File: src/rtl/kbd_pkg.sv
// Package: shared encodings and constants for the scan-code receive controller.
// Assumes the bus carries a 2-bit access size and a byte address.
package kbd_pkg;

    typedef enum logic [1:0] {
        SZ_BYTE = 2'b00,
        SZ_HALF = 2'b01,
        SZ_WORD = 2'b10,
        SZ_RSVD = 2'b11
    } bus_size_e;

    localparam logic [15:0] HM_LSHIFT = 16'h0200;
    localparam logic [15:0] HM_RSHIFT = 16'h0400;
    localparam logic [15:0] HM_LCMD   = 16'h0800;
    localparam logic [15:0] HM_RCMD   = 16'h1000;

    localparam logic [7:0] SC_LSHIFT = 8'h2A;
    localparam logic [7:0] SC_RSHIFT = 8'h36;
    localparam logic [7:0] SC_CMD    = 8'h1D;
    localparam logic [7:0] SC_PREFIX = 8'hE0;
    localparam logic [7:0] SC_BREAK  = 8'h80;

    localparam logic [3:0]  OFS_STATUS = 4'h0;
    localparam logic [3:0]  OFS_DATA   = 4'h8;
    localparam logic [31:0] STATUS_WORD = 32'hA0F0_9300;
    localparam logic [31:0] POP_TAG     = 32'h1000_8000;

endpackage

File: src/rtl/kbd_xlate.sv
// Module: kbd_xlate
// Pure combinational lookup from a 7-bit scan index to a native key number.
// Assumes that indices not listed below have no native key and map to 0.
module kbd_xlate (
    input  logic [6:0] idx,
    output logic [6:0] key
);
    // Lookup: index to native key number
    always_comb begin
        unique case (idx)
            7'h01: key = 7'h49;  7'h02: key = 7'h4A;  7'h03: key = 7'h4B;
            7'h04: key = 7'h4C;  7'h05: key = 7'h4D;  7'h06: key = 7'h50;
            7'h07: key = 7'h4F;  7'h08: key = 7'h4E;  7'h09: key = 7'h1E;
            7'h0A: key = 7'h1F;  7'h0B: key = 7'h20;  7'h0C: key = 7'h1D;
            7'h0D: key = 7'h1C;  7'h0E: key = 7'h1B;  7'h10: key = 7'h42;
            7'h11: key = 7'h43;  7'h12: key = 7'h44;  7'h13: key = 7'h45;
            7'h14: key = 7'h48;  7'h15: key = 7'h47;  7'h16: key = 7'h46;
            7'h17: key = 7'h06;  7'h18: key = 7'h07;  7'h19: key = 7'h08;
            7'h1C: key = 7'h2A;  7'h1E: key = 7'h39;  7'h1F: key = 7'h3A;
            7'h20: key = 7'h3B;  7'h21: key = 7'h3C;  7'h22: key = 7'h3D;
            7'h23: key = 7'h40;  7'h24: key = 7'h3F;  7'h25: key = 7'h3E;
            7'h26: key = 7'h2D;  7'h27: key = 7'h2C;  7'h28: key = 7'h2B;
            7'h29: key = 7'h26;  7'h2C: key = 7'h31;  7'h2D: key = 7'h32;
            7'h2E: key = 7'h33;  7'h2F: key = 7'h34;  7'h30: key = 7'h35;
            7'h31: key = 7'h37;  7'h32: key = 7'h36;  7'h33: key = 7'h2E;
            7'h34: key = 7'h2F;  7'h35: key = 7'h30;  7'h39: key = 7'h38;
            default: key = 7'h00;
        endcase
    end
endmodule

File: src/rtl/kbd_mod_track.sv
// Module: kbd_mod_track
// Classifies each incoming scan code. Modifier presses and releases update
// the held-modifier register and are not forwarded. Every other code is
// forwarded as a push request. Assumes at most one code per cycle.
module kbd_mod_track
    import kbd_pkg::*;
(
    input  logic        clk,
    input  logic        rst_n,
    input  logic        code_valid,
    input  logic [7:0]  code_in,
    output logic [15:0] held_mod,
    output logic        push_req
);
    logic prefix_q;
    logic is_press;
    logic is_break;

    // Decode: which modifier class the current code belongs to
    always_comb begin
        is_press = (code_in == SC_LSHIFT) || (code_in == SC_RSHIFT) ||
                   (code_in == SC_CMD);
        is_break = (code_in == (SC_LSHIFT | SC_BREAK)) ||
                   (code_in == (SC_RSHIFT | SC_BREAK)) ||
                   (code_in == (SC_CMD | SC_BREAK));
        push_req = code_valid && !is_press && !is_break;
    end

    // State: held modifier and extended-prefix flag
    always_ff @(posedge clk) begin
        if (!rst_n) begin
            held_mod <= '0;
            prefix_q <= 1'b0;
        end else if (code_valid) begin
            if (code_in == SC_PREFIX) begin
                prefix_q <= 1'b1;
            end
            if (code_in == SC_LSHIFT) begin
                held_mod <= HM_LSHIFT;
            end else if (code_in == SC_RSHIFT) begin
                held_mod <= HM_RSHIFT;
                prefix_q <= 1'b0;
            end else if (code_in == SC_CMD) begin
                if (prefix_q) begin
                    held_mod <= HM_RCMD;
                    prefix_q <= 1'b0;
                end else begin
                    held_mod <= HM_LCMD;
                end
            end else if (is_break) begin
                held_mod <= '0;
            end
        end
    end
endmodule

File: src/rtl/kbd_ring.sv
// Module: kbd_ring
// Circular queue with separate read and write pointers and an occupancy
// count. A push while full is accepted only if a pop happens in the same
// cycle. The head is read combinationally, so a pop sees the old head.
module kbd_ring #(
    parameter int DEPTH  = 256,
    parameter int DATA_W = 8
) (
    input  logic                      clk,
    input  logic                      rst_n,
    input  logic                      push,
    input  logic [DATA_W-1:0]         push_data,
    input  logic                      pop_req,
    output logic [DATA_W-1:0]         head,
    output logic                      empty,
    output logic [$clog2(DEPTH+1)-1:0] count
);
    localparam int PTR_W = (DEPTH > 1) ? $clog2(DEPTH) : 1;
    localparam int CNT_W = $clog2(DEPTH + 1);
    localparam logic [PTR_W-1:0] LAST = PTR_W'(DEPTH - 1);

    logic [DATA_W-1:0] store [DEPTH];
    logic [PTR_W-1:0]  wptr;
    logic [PTR_W-1:0]  rptr;
    logic              full;
    logic              do_pop;
    logic              do_push;

    // Flags: occupancy state and accepted operations
    always_comb begin
        empty   = (count == '0);
        full    = (count == CNT_W'(DEPTH));
        do_pop  = pop_req && !empty;
        do_push = push && (!full || do_pop);
        head    = store[rptr];
    end

    // Storage: write the accepted entry
    always_ff @(posedge clk) begin
        if (do_push) begin
            store[wptr] <= push_data;
        end
    end

    // Pointers and count: advance with wrap
    always_ff @(posedge clk) begin
        if (!rst_n) begin
            wptr  <= '0;
            rptr  <= '0;
            count <= '0;
        end else begin
            if (do_push) begin
                wptr <= (wptr == LAST) ? '0 : wptr + 1'b1;
            end
            if (do_pop) begin
                rptr <= (rptr == LAST) ? '0 : rptr + 1'b1;
            end
            if (do_push && !do_pop) begin
                count <= count + 1'b1;
            end else if (do_pop && !do_push) begin
                count <= count - 1'b1;
            end
        end
    end
endmodule

File: src/rtl/kbd_bus_read.sv
// Module: kbd_bus_read
// Decodes a bus read into a response word and a pop request. The logic is
// combinational, and the top registers the response. Assumes the address
// low nibble is enough to select a register.
module kbd_bus_read
    import kbd_pkg::*;
(
    input  logic        rd,
    input  logic [1:0]  size,
    input  logic [3:0]  addr_lo,
    input  logic [7:0]  head,
    input  logic        empty,
    input  logic [15:0] held_mod,
    output logic        pop_req,
    output logic [31:0] resp
);
    bus_size_e   sz;
    logic [15:0] merged;

    // Decode: select response by access size and offset
    always_comb begin
        sz      = bus_size_e'(size);
        merged  = held_mod | {8'h00, head};
        pop_req = 1'b0;
        resp    = '0;
        if (rd) begin
            unique case (sz)
                SZ_BYTE: begin
                    unique case (addr_lo[1:0])
                        2'd0:    resp = {24'h0, STATUS_WORD[31:24]};
                        2'd1:    resp = {24'h0, STATUS_WORD[23:16]};
                        2'd2:    resp = 32'h0000_0013;
                        default: resp = '0;
                    endcase
                end
                SZ_WORD: begin
                    if (addr_lo == OFS_STATUS) begin
                        resp = STATUS_WORD;
                    end else if (addr_lo == OFS_DATA && !empty) begin
                        pop_req = 1'b1;
                        resp    = merged[7] ? '0 : (POP_TAG | {16'h0, merged});
                    end
                end
                default: resp = '0;
            endcase
        end
    end
endmodule

File: src/rtl/kbd_scan_rx.sv
// Module: kbd_scan_rx (top)
// Scan-code receive controller. Translates and queues scan codes, holds
// the modifier state, and answers bus reads with a registered response one
// cycle after the strobe. Writes are ignored. Assumes ADDR_W > 4.
module kbd_scan_rx #(
    parameter int DEPTH  = 256,
    parameter int ADDR_W = 12
) (
    input  logic              clk,
    input  logic              rst_n,
    input  logic              code_valid,
    input  logic [7:0]        code_in,
    input  logic              bus_rd,
    input  logic              bus_wr,
    input  logic [ADDR_W-1:0] bus_addr,
    input  logic [1:0]        bus_size,
    input  logic [31:0]       bus_wdata,
    output logic [31:0]       rdata
);
    localparam int CNT_W = $clog2(DEPTH + 1);

    logic [15:0]      held_mod;
    logic             push_req;
    logic [6:0]       key;
    logic [7:0]       entry;
    logic             pop_req;
    logic [7:0]       head;
    logic             q_empty;
    logic [CNT_W-1:0] q_count;
    logic [31:0]      resp;
    logic [3:0]       addr_lo;
    logic             unused_bus;

    // Glue: form the queued byte and the address nibble
    always_comb begin
        entry      = {code_in[7], key};
        addr_lo    = bus_addr[3:0];
        unused_bus = ^{bus_wr, bus_wdata, bus_addr[ADDR_W-1:4]};
    end

    kbd_mod_track u_mod (
        .clk        (clk),
        .rst_n      (rst_n),
        .code_valid (code_valid),
        .code_in    (code_in),
        .held_mod   (held_mod),
        .push_req   (push_req)
    );

    kbd_xlate u_xlate (
        .idx (code_in[6:0]),
        .key (key)
    );

    kbd_ring #(.DEPTH(DEPTH), .DATA_W(8)) u_ring (
        .clk       (clk),
        .rst_n     (rst_n),
        .push      (push_req),
        .push_data (entry),
        .pop_req   (pop_req),
        .head      (head),
        .empty     (q_empty),
        .count     (q_count)
    );

    kbd_bus_read u_rd (
        .rd       (bus_rd),
        .size     (bus_size),
        .addr_lo  (addr_lo),
        .head     (head),
        .empty    (q_empty),
        .held_mod (held_mod),
        .pop_req  (pop_req),
        .resp     (resp)
    );

    // Response register: capture the read result
    always_ff @(posedge clk) begin
        if (!rst_n) begin
            rdata <= '0;
        end else if (bus_rd) begin
            rdata <= resp;
        end
    end
endmodule

File: config.mk
export PLATFORM = sky130hd
export DESIGN_NAME = kbd_scan_rx
export DESIGN_NICKNAME = d
export VERILOG_FILES = /design/src/rtl/kbd_pkg.sv /design/src/rtl/kbd_xlate.sv /design/src/rtl/kbd_mod_track.sv /design/src/rtl/kbd_ring.sv /design/src/rtl/kbd_bus_read.sv /design/src/rtl/kbd_scan_rx.sv
export SDC_FILE = /design/constraint.sdc
export NUM_CORES = 2
export LEC_CHECK = 0
export ABC_AREA = 1
export BUFFER_PORTS_ARGS = -buffer_cell sky130_fd_sc_hd__buf_4
export CAP_MARGIN = 20
export CORE_MARGIN = 4
export CORE_UTILIZATION = 30
export DETAILED_ROUTE_END_ITERATION = 8
export SLEW_MARGIN = 20
export SYNTH_ARGS = -nofsm -noshare
export SYNTH_HDL_FRONTEND = slang
export SYNTH_SLANG_ARGS = --single-unit
File: constraint.sdc
create_clock -name clk -period 87 [get_ports clk]
set_input_delay 8.7 -clock clk [delete_from_list [all_inputs] [get_ports clk]]
set_output_delay 8.7 -clock clk [all_outputs]
set_load 0.02 [all_outputs]
======== After elaboration in Yosys (flattened, before gate mapping) ========
Memories as Yosys holds them, arrays and structs flattened. A register that Yosys moved wholly into a read port is not among the register bits.
Cells that the tools add are included.
storage, ports and cells
  register bits after elaboration ......... 73
  RAM bits ................................ 2,048
  memory bits (read-only) ................. 448
  output and inout bits ................... 32
  word-level logic and storage cells ...... 80
  memories kept ........................... 2
memory list
  memory            words  width  read ports  clocked after memory_dff  write ports  line             RTL
  u_ring.store      256    8      1           1                         1            kbd_ring.sv:22   logic [DATA_W-1:0] store [DEPTH];
  (name not given)  64     7      1           0                         0            kbd_xlate.sv:10  unique case (idx)
operators by class
  $add $sub $neg .......................... 4
  equality and inequality tests ........... 14
  mux-type cells .......................... 28
  bitwise operators ....................... 1
  reduce and logical (&&, ||, !) cells .... 25
operator list
  kind                   number
  $mux W32               2
  $pmux W32 S2           1
  $mux W15               4
  $eq A8 B8 Y1 const B   6
  $mux W8                4
  $mux W29               1
  $pmux W8 S3            1
  $mux W9                2
  $add A8 B1 Y8 const B  2
  $eq A8 B6 Y1 const B   2
  $or A15 B8 Y15         1
  $mux W13               1
  $mux W1                11
  $add A9 B1 Y9 const B  1
  $eq A9 B9 Y1 const B   1
  $logic_not A9 Y1       1
  $sub A9 B1 Y9 const B  1
  $eq A8 B5 Y1 const B   1
  $logic_and A1 B1 Y1    7
  $mux W7                1
  $logic_not A1 Y1       6
  $logic_or A1 B1 Y1     5
  $eq A2 B2 Y1 const B   2
  $eq A4 B4 Y1 const B   1
  6 further kinds        7

======== Longest topological paths before layout ========
  depth in word-level cells ............... 14
  gate-level depth with buffers ........... 27
  mapped depth without buffers ............ 26

======== By module ========
From an unflattened synthesis, not the netlist that was laid out.
second synthesis, totals
  cell total of the unflattened synthesis .. 7,677
  area, all modules ....................... 87,786.7 um2
by module, submodules not included
  module         times used  cells an instance  area each (um2)
  kbd_ring       1           7,158              84,698.7
  kbd_scan_rx    1           202                1,335.0
  kbd_xlate      1           152                783.3
  kbd_bus_read   1           87                 485.5
  kbd_mod_track  1           78                 484.2

======== Worst setup path before layout ========
No wires, ideal clock.
  path kind ............................... input-to-reg
  start ................................... input code_in[2]
  end ..................................... memory u_ring.store[0][3] (data pin)
  setup time .............................. 4.472 ns
  arrival ................................. 31.585 ns
  data required time ...................... 82.528 ns
  slack ................................... 50.942 ns
  stages on the path ...................... 7
  path buffers ............................ 2
  path through ............................ buf_2 -> inv_1 -> clkbuf_1 -> ha_1 -> a21oi_1 -> a221oi_1 -> a2111oi_0
between the ends
  cells in the longest elaborated chain, start to end .. 2
ends and longest elaborated chain
  what                line               RTL
  start: declaration  kbd_scan_rx.sv:12  input logic [7:0] code_in,
  $mem_v2 Z64 W7      n/a
  $mux W7             kbd_xlate.sv:10
  via key[3]          kbd_scan_rx.sv:24  logic [6:0] key;
  end: declaration    kbd_ring.sv:22
The timed path passes the listed nets, and every way through them passes these cells.

======== Final worst setup path ========
  start ................................... input code_in[1]
  end ..................................... memory u_ring.store[78][6] (data pin)
The elaborated chain is that of the path after synthesis.

==> impl_metrics.ini <==
[run_status]
status = finished clean

[global_routing]
grt_max_degree = 185
track_usage = 0.149
grt_pass1_wl_mm = 339
antenna_found_initial = 4
grt_pass1_vias = 52795
grt_remaining_overflow = 0

[worst_setup_path]
path_buf_inv = 6
crit_chain = buf_4 > inv_1 > ha_1 > inv_1 > o21ai_0 > o21ai_0 > a21oi_1 > o21a_4 > buf_4 > buf_4 > buf_4
endpoint_kind = flop
cp_top_family = buffers and inverters
criticalPathCategory = primary input to flop
cp-start-kind = primary input
rr_worst_depth = 16
worstPathRequired_ps = 87520
cp.depth = 11
critPathArrivalTime_ps = 13510
worst_path_largest_cell_delay_ps = 770
slowest_stage = buf_4
worstPathMaxFanout = 73
critPathMostFrequentCell = buf_4

[cts]
cts_hold_buf = 0
tritoncts = built
cts_made_buffers = 210
clk_pin_slew_ps = 60
clkSinkCount = 2101
cts_root_buffer = clkbuf_16
clk_latency_ps = 850
htreeDepth = 4
cts_setup_buffers = 0
post_cts_resized = 0
cts_buffer_depth = 3

[power]
intPower_uw = 1610
p_sw_uw = 424
swShare = 0.208
power_density_nw_per_um2 = 21.1
p_clk_frac = 0.420
combPwrFrac = 0.028
seq_power_share = 0.552
p_leak_uw = 0.0325
ir_drop_uv = 21.2

[cells_and_area]
area_delta_synth_final_pct = 11.3
antennaDiodeCount = 0
seqCellArea_um2 = 62600
nets = 7326
drive_above_1_share = 0.0596
fin_cells = 11173
nFillCells = 27827
utilization = 0.336
multi_input_area_um2 = 21100

[timing]
maxSlewViolCount = 0
fin_setup_tns_ps = 0
finalCriticalPeriod_ps = 12990
max_freq_ghz = 0.0770
setup_viol_count_final = 0
fin_worst_skew_ps = 33.9
finalWorstSetupSlack_ps = 74010
maxSlewHeadroom = 0.250
grt_setup_unrepaired = false
post-route-period-util = 0.149
worst_slew_pin_slew_ps = 1120
whs_ps = 482
hold_viol = 0

[run]
drv_cap = 0

[yosys]
ys_ff_latch = 2101
synth_area_leader_cell = edfxtp_1
syn_inst = 7413
yosys.area.top_type_share = 0.711
ys.flop_type = edfxtp_1
synthArstFlopShare = 0
ys_seq_area_frac = 0.723
yosys_warnings = 0
synth_edf_count = 2048
synth.avg_cell_area_um2 = 11.7
synthTopCellsByArea = edfxtp_1, nand3_1, nand2_1, buf_2, nor2_1
syn-cell-area_um2 = 86500
synth_cell_type_count = 50

[floorplanning]
initial_utilization = 0.302
die_w_um = 545
die_y_um = 545
ioPinCount = 91
core_um2 = 286000
core.rowCount = 196
die_area_um2 = 297000

[place]
dp.cells = 10787
dpl_worst_slack_ps = 73300
post-dp-hpwl_mm = 126
portBuffers = 38
routabilityCongestion = 0.838

[detailed_routing]
drt-initial-drc-count = 5843
drt-vias-per-instance = 5.01
finalWirelength_mm = 228
postRouteAntennaNets = 0
wl_per_cell_um = 20.4
drcViolationCount = 0
dr.pass1.iters = 7
num_vias = 56028

[worst_hold_path]
hold_path.class = flop to flop
min_path_cells = 2
## worst register-to-register path, cell delays in order, from the launching register on
cell     delay (ps)
dfxtp_4         510
inv_8           580
buf_4           750
buf_12          660
buf_4           910
buf_4           790
nand2_1         150
nand3_1         110
nand3_1         160
nand3_1         180
nand3_1         200
nand3_1         220
nand3_1         220
nand3_1         190
nand2_1         320
nand4_1         340
a21oi_1         110
## state kept, by name, summed over array words and instances (netlist names), named ones only
signal,flops
u_ring.store,2048
u_ring.rptr,8
u_mod.held_mod,4
u_mod.prefix_q,1
u_ring.count,9
u_ring.wptr,8
rdata,15
## cell families (layout without fill, tap and decap cells)
kind of cell / Yosys count / in the layout / share of synthesized area
and+or+nand+nor: 4538 / 4538 / 0.229
DFF: 2101 / 2101 / 0.723
buffers and inverters: 605 / 593 / 0.0342
AOI/OAI and AO/OA: 130 / 130 / 0.00849
adders and majority gates: 29 / 29 / 0.00428
xor gates and xnor gates: 9 / 9 / 0.000911
other: 1 / 11 / 0.0000433
## per-layer routing
layer,up-vias,part of all wire,GRT usage,wire length (um)
met5,-,0.000053,0,12
met4,2,0.035,0.0535,8020
met3,404,0.075,0.0252,17200
met2,2239,0.48,0.243,109000
met1,27428,0.41,0.200,94200
li1,25955,-,-,-
## cell type report
type,count,share of cell area
flip-flops and latches,2101,0.650
multi-input cells,4717,0.219
repair buffers,121,0.0114
clock inverters,101,0.00738
inverters,87,0.00370
clock buffers,284,0.0593
well taps,3762,0.0489
## power by group through the flow
stage / Combinational [uW] / Sequential [uW] / Clock, uW
after CTS: 57.8 / 1120 / 866
after global placement: 56.1 / 1140 / 0
after global routing: 62.2 / 1120 / 908
after detailed placement: 57.6 / 1140 / 0
final: 57.3 / 1120 / 853
after floorplan: 28.8 / 1160 / 0
## placed cells by master, fill, tap and decap left out, types with 4 or more instances in the layout
master and n:
inv_1 76, a211oi_1 4, a21oi_1 61, clkbuf_1 59, buf_12 13, buf_4 106
nand4_1 7, clkinv_2 29, o211ai_1 4, inv_6 7, nor3_1 11, nand2_1 2155
clkbuf_8 10, clkbuf_16 213, inv_2 6, dfxtp_4 4, xor2_1 7, conb_1 11
edfxtp_1 2048, nor2_1 309, nand3_1 2027, bufinv_16 7, nand4_2 10, ha_1 28
o21ai_0 39, dfxtp_1 48, clkinv_1 52
## cell usage after synthesis (3+ instances only)
cell	instances
clkbuf_1	117
inv_1	80
nand3_1	2027
a21oi_1	61
nand2_1	2155
o21ai_0	39
nand4_1	7
inv_2	5
ha_1	28
buf_2	239
buf_4	84
dfxtp_1	53
a211oi_1	5
nand4_4	3
nor3b_1	3
a221oi_1	5
nor3_1	12
nor2_1	309
o211ai_1	4
buf_1	70
xor2_1	7
edfxtp_1	2048
o22ai_1	3
nand3_2	3
buf_6	7
nand4_2	10
## final timing paths
check / startpoint / end / slack, ps
max: code_in[1] / u_ring.store[78][6]$_DFFE_PP_ / 74010
min: u_mod.held_mod[12]$_SDFFE_PN0P_ / u_mod.held_mod[12]$_SDFFE_PN0P_ / 480
max reg2reg: flop / rdata[6]$_SDFFE_PN0P_ / 80470
min reg2reg: u_mod.held_mod[12]$_SDFFE_PN0P_ / u_mod.held_mod[12]$_SDFFE_PN0P_ / 480
## metrics by stage
stage	total power, uW	area [um2]
after floorplan	1190	86600
after global placement	1200	89800
after detailed placement	1200	89800
after CTS	2050	96200
after global routing	2090	96300
final	2030	96300
(Power assumes the default switching activity.)
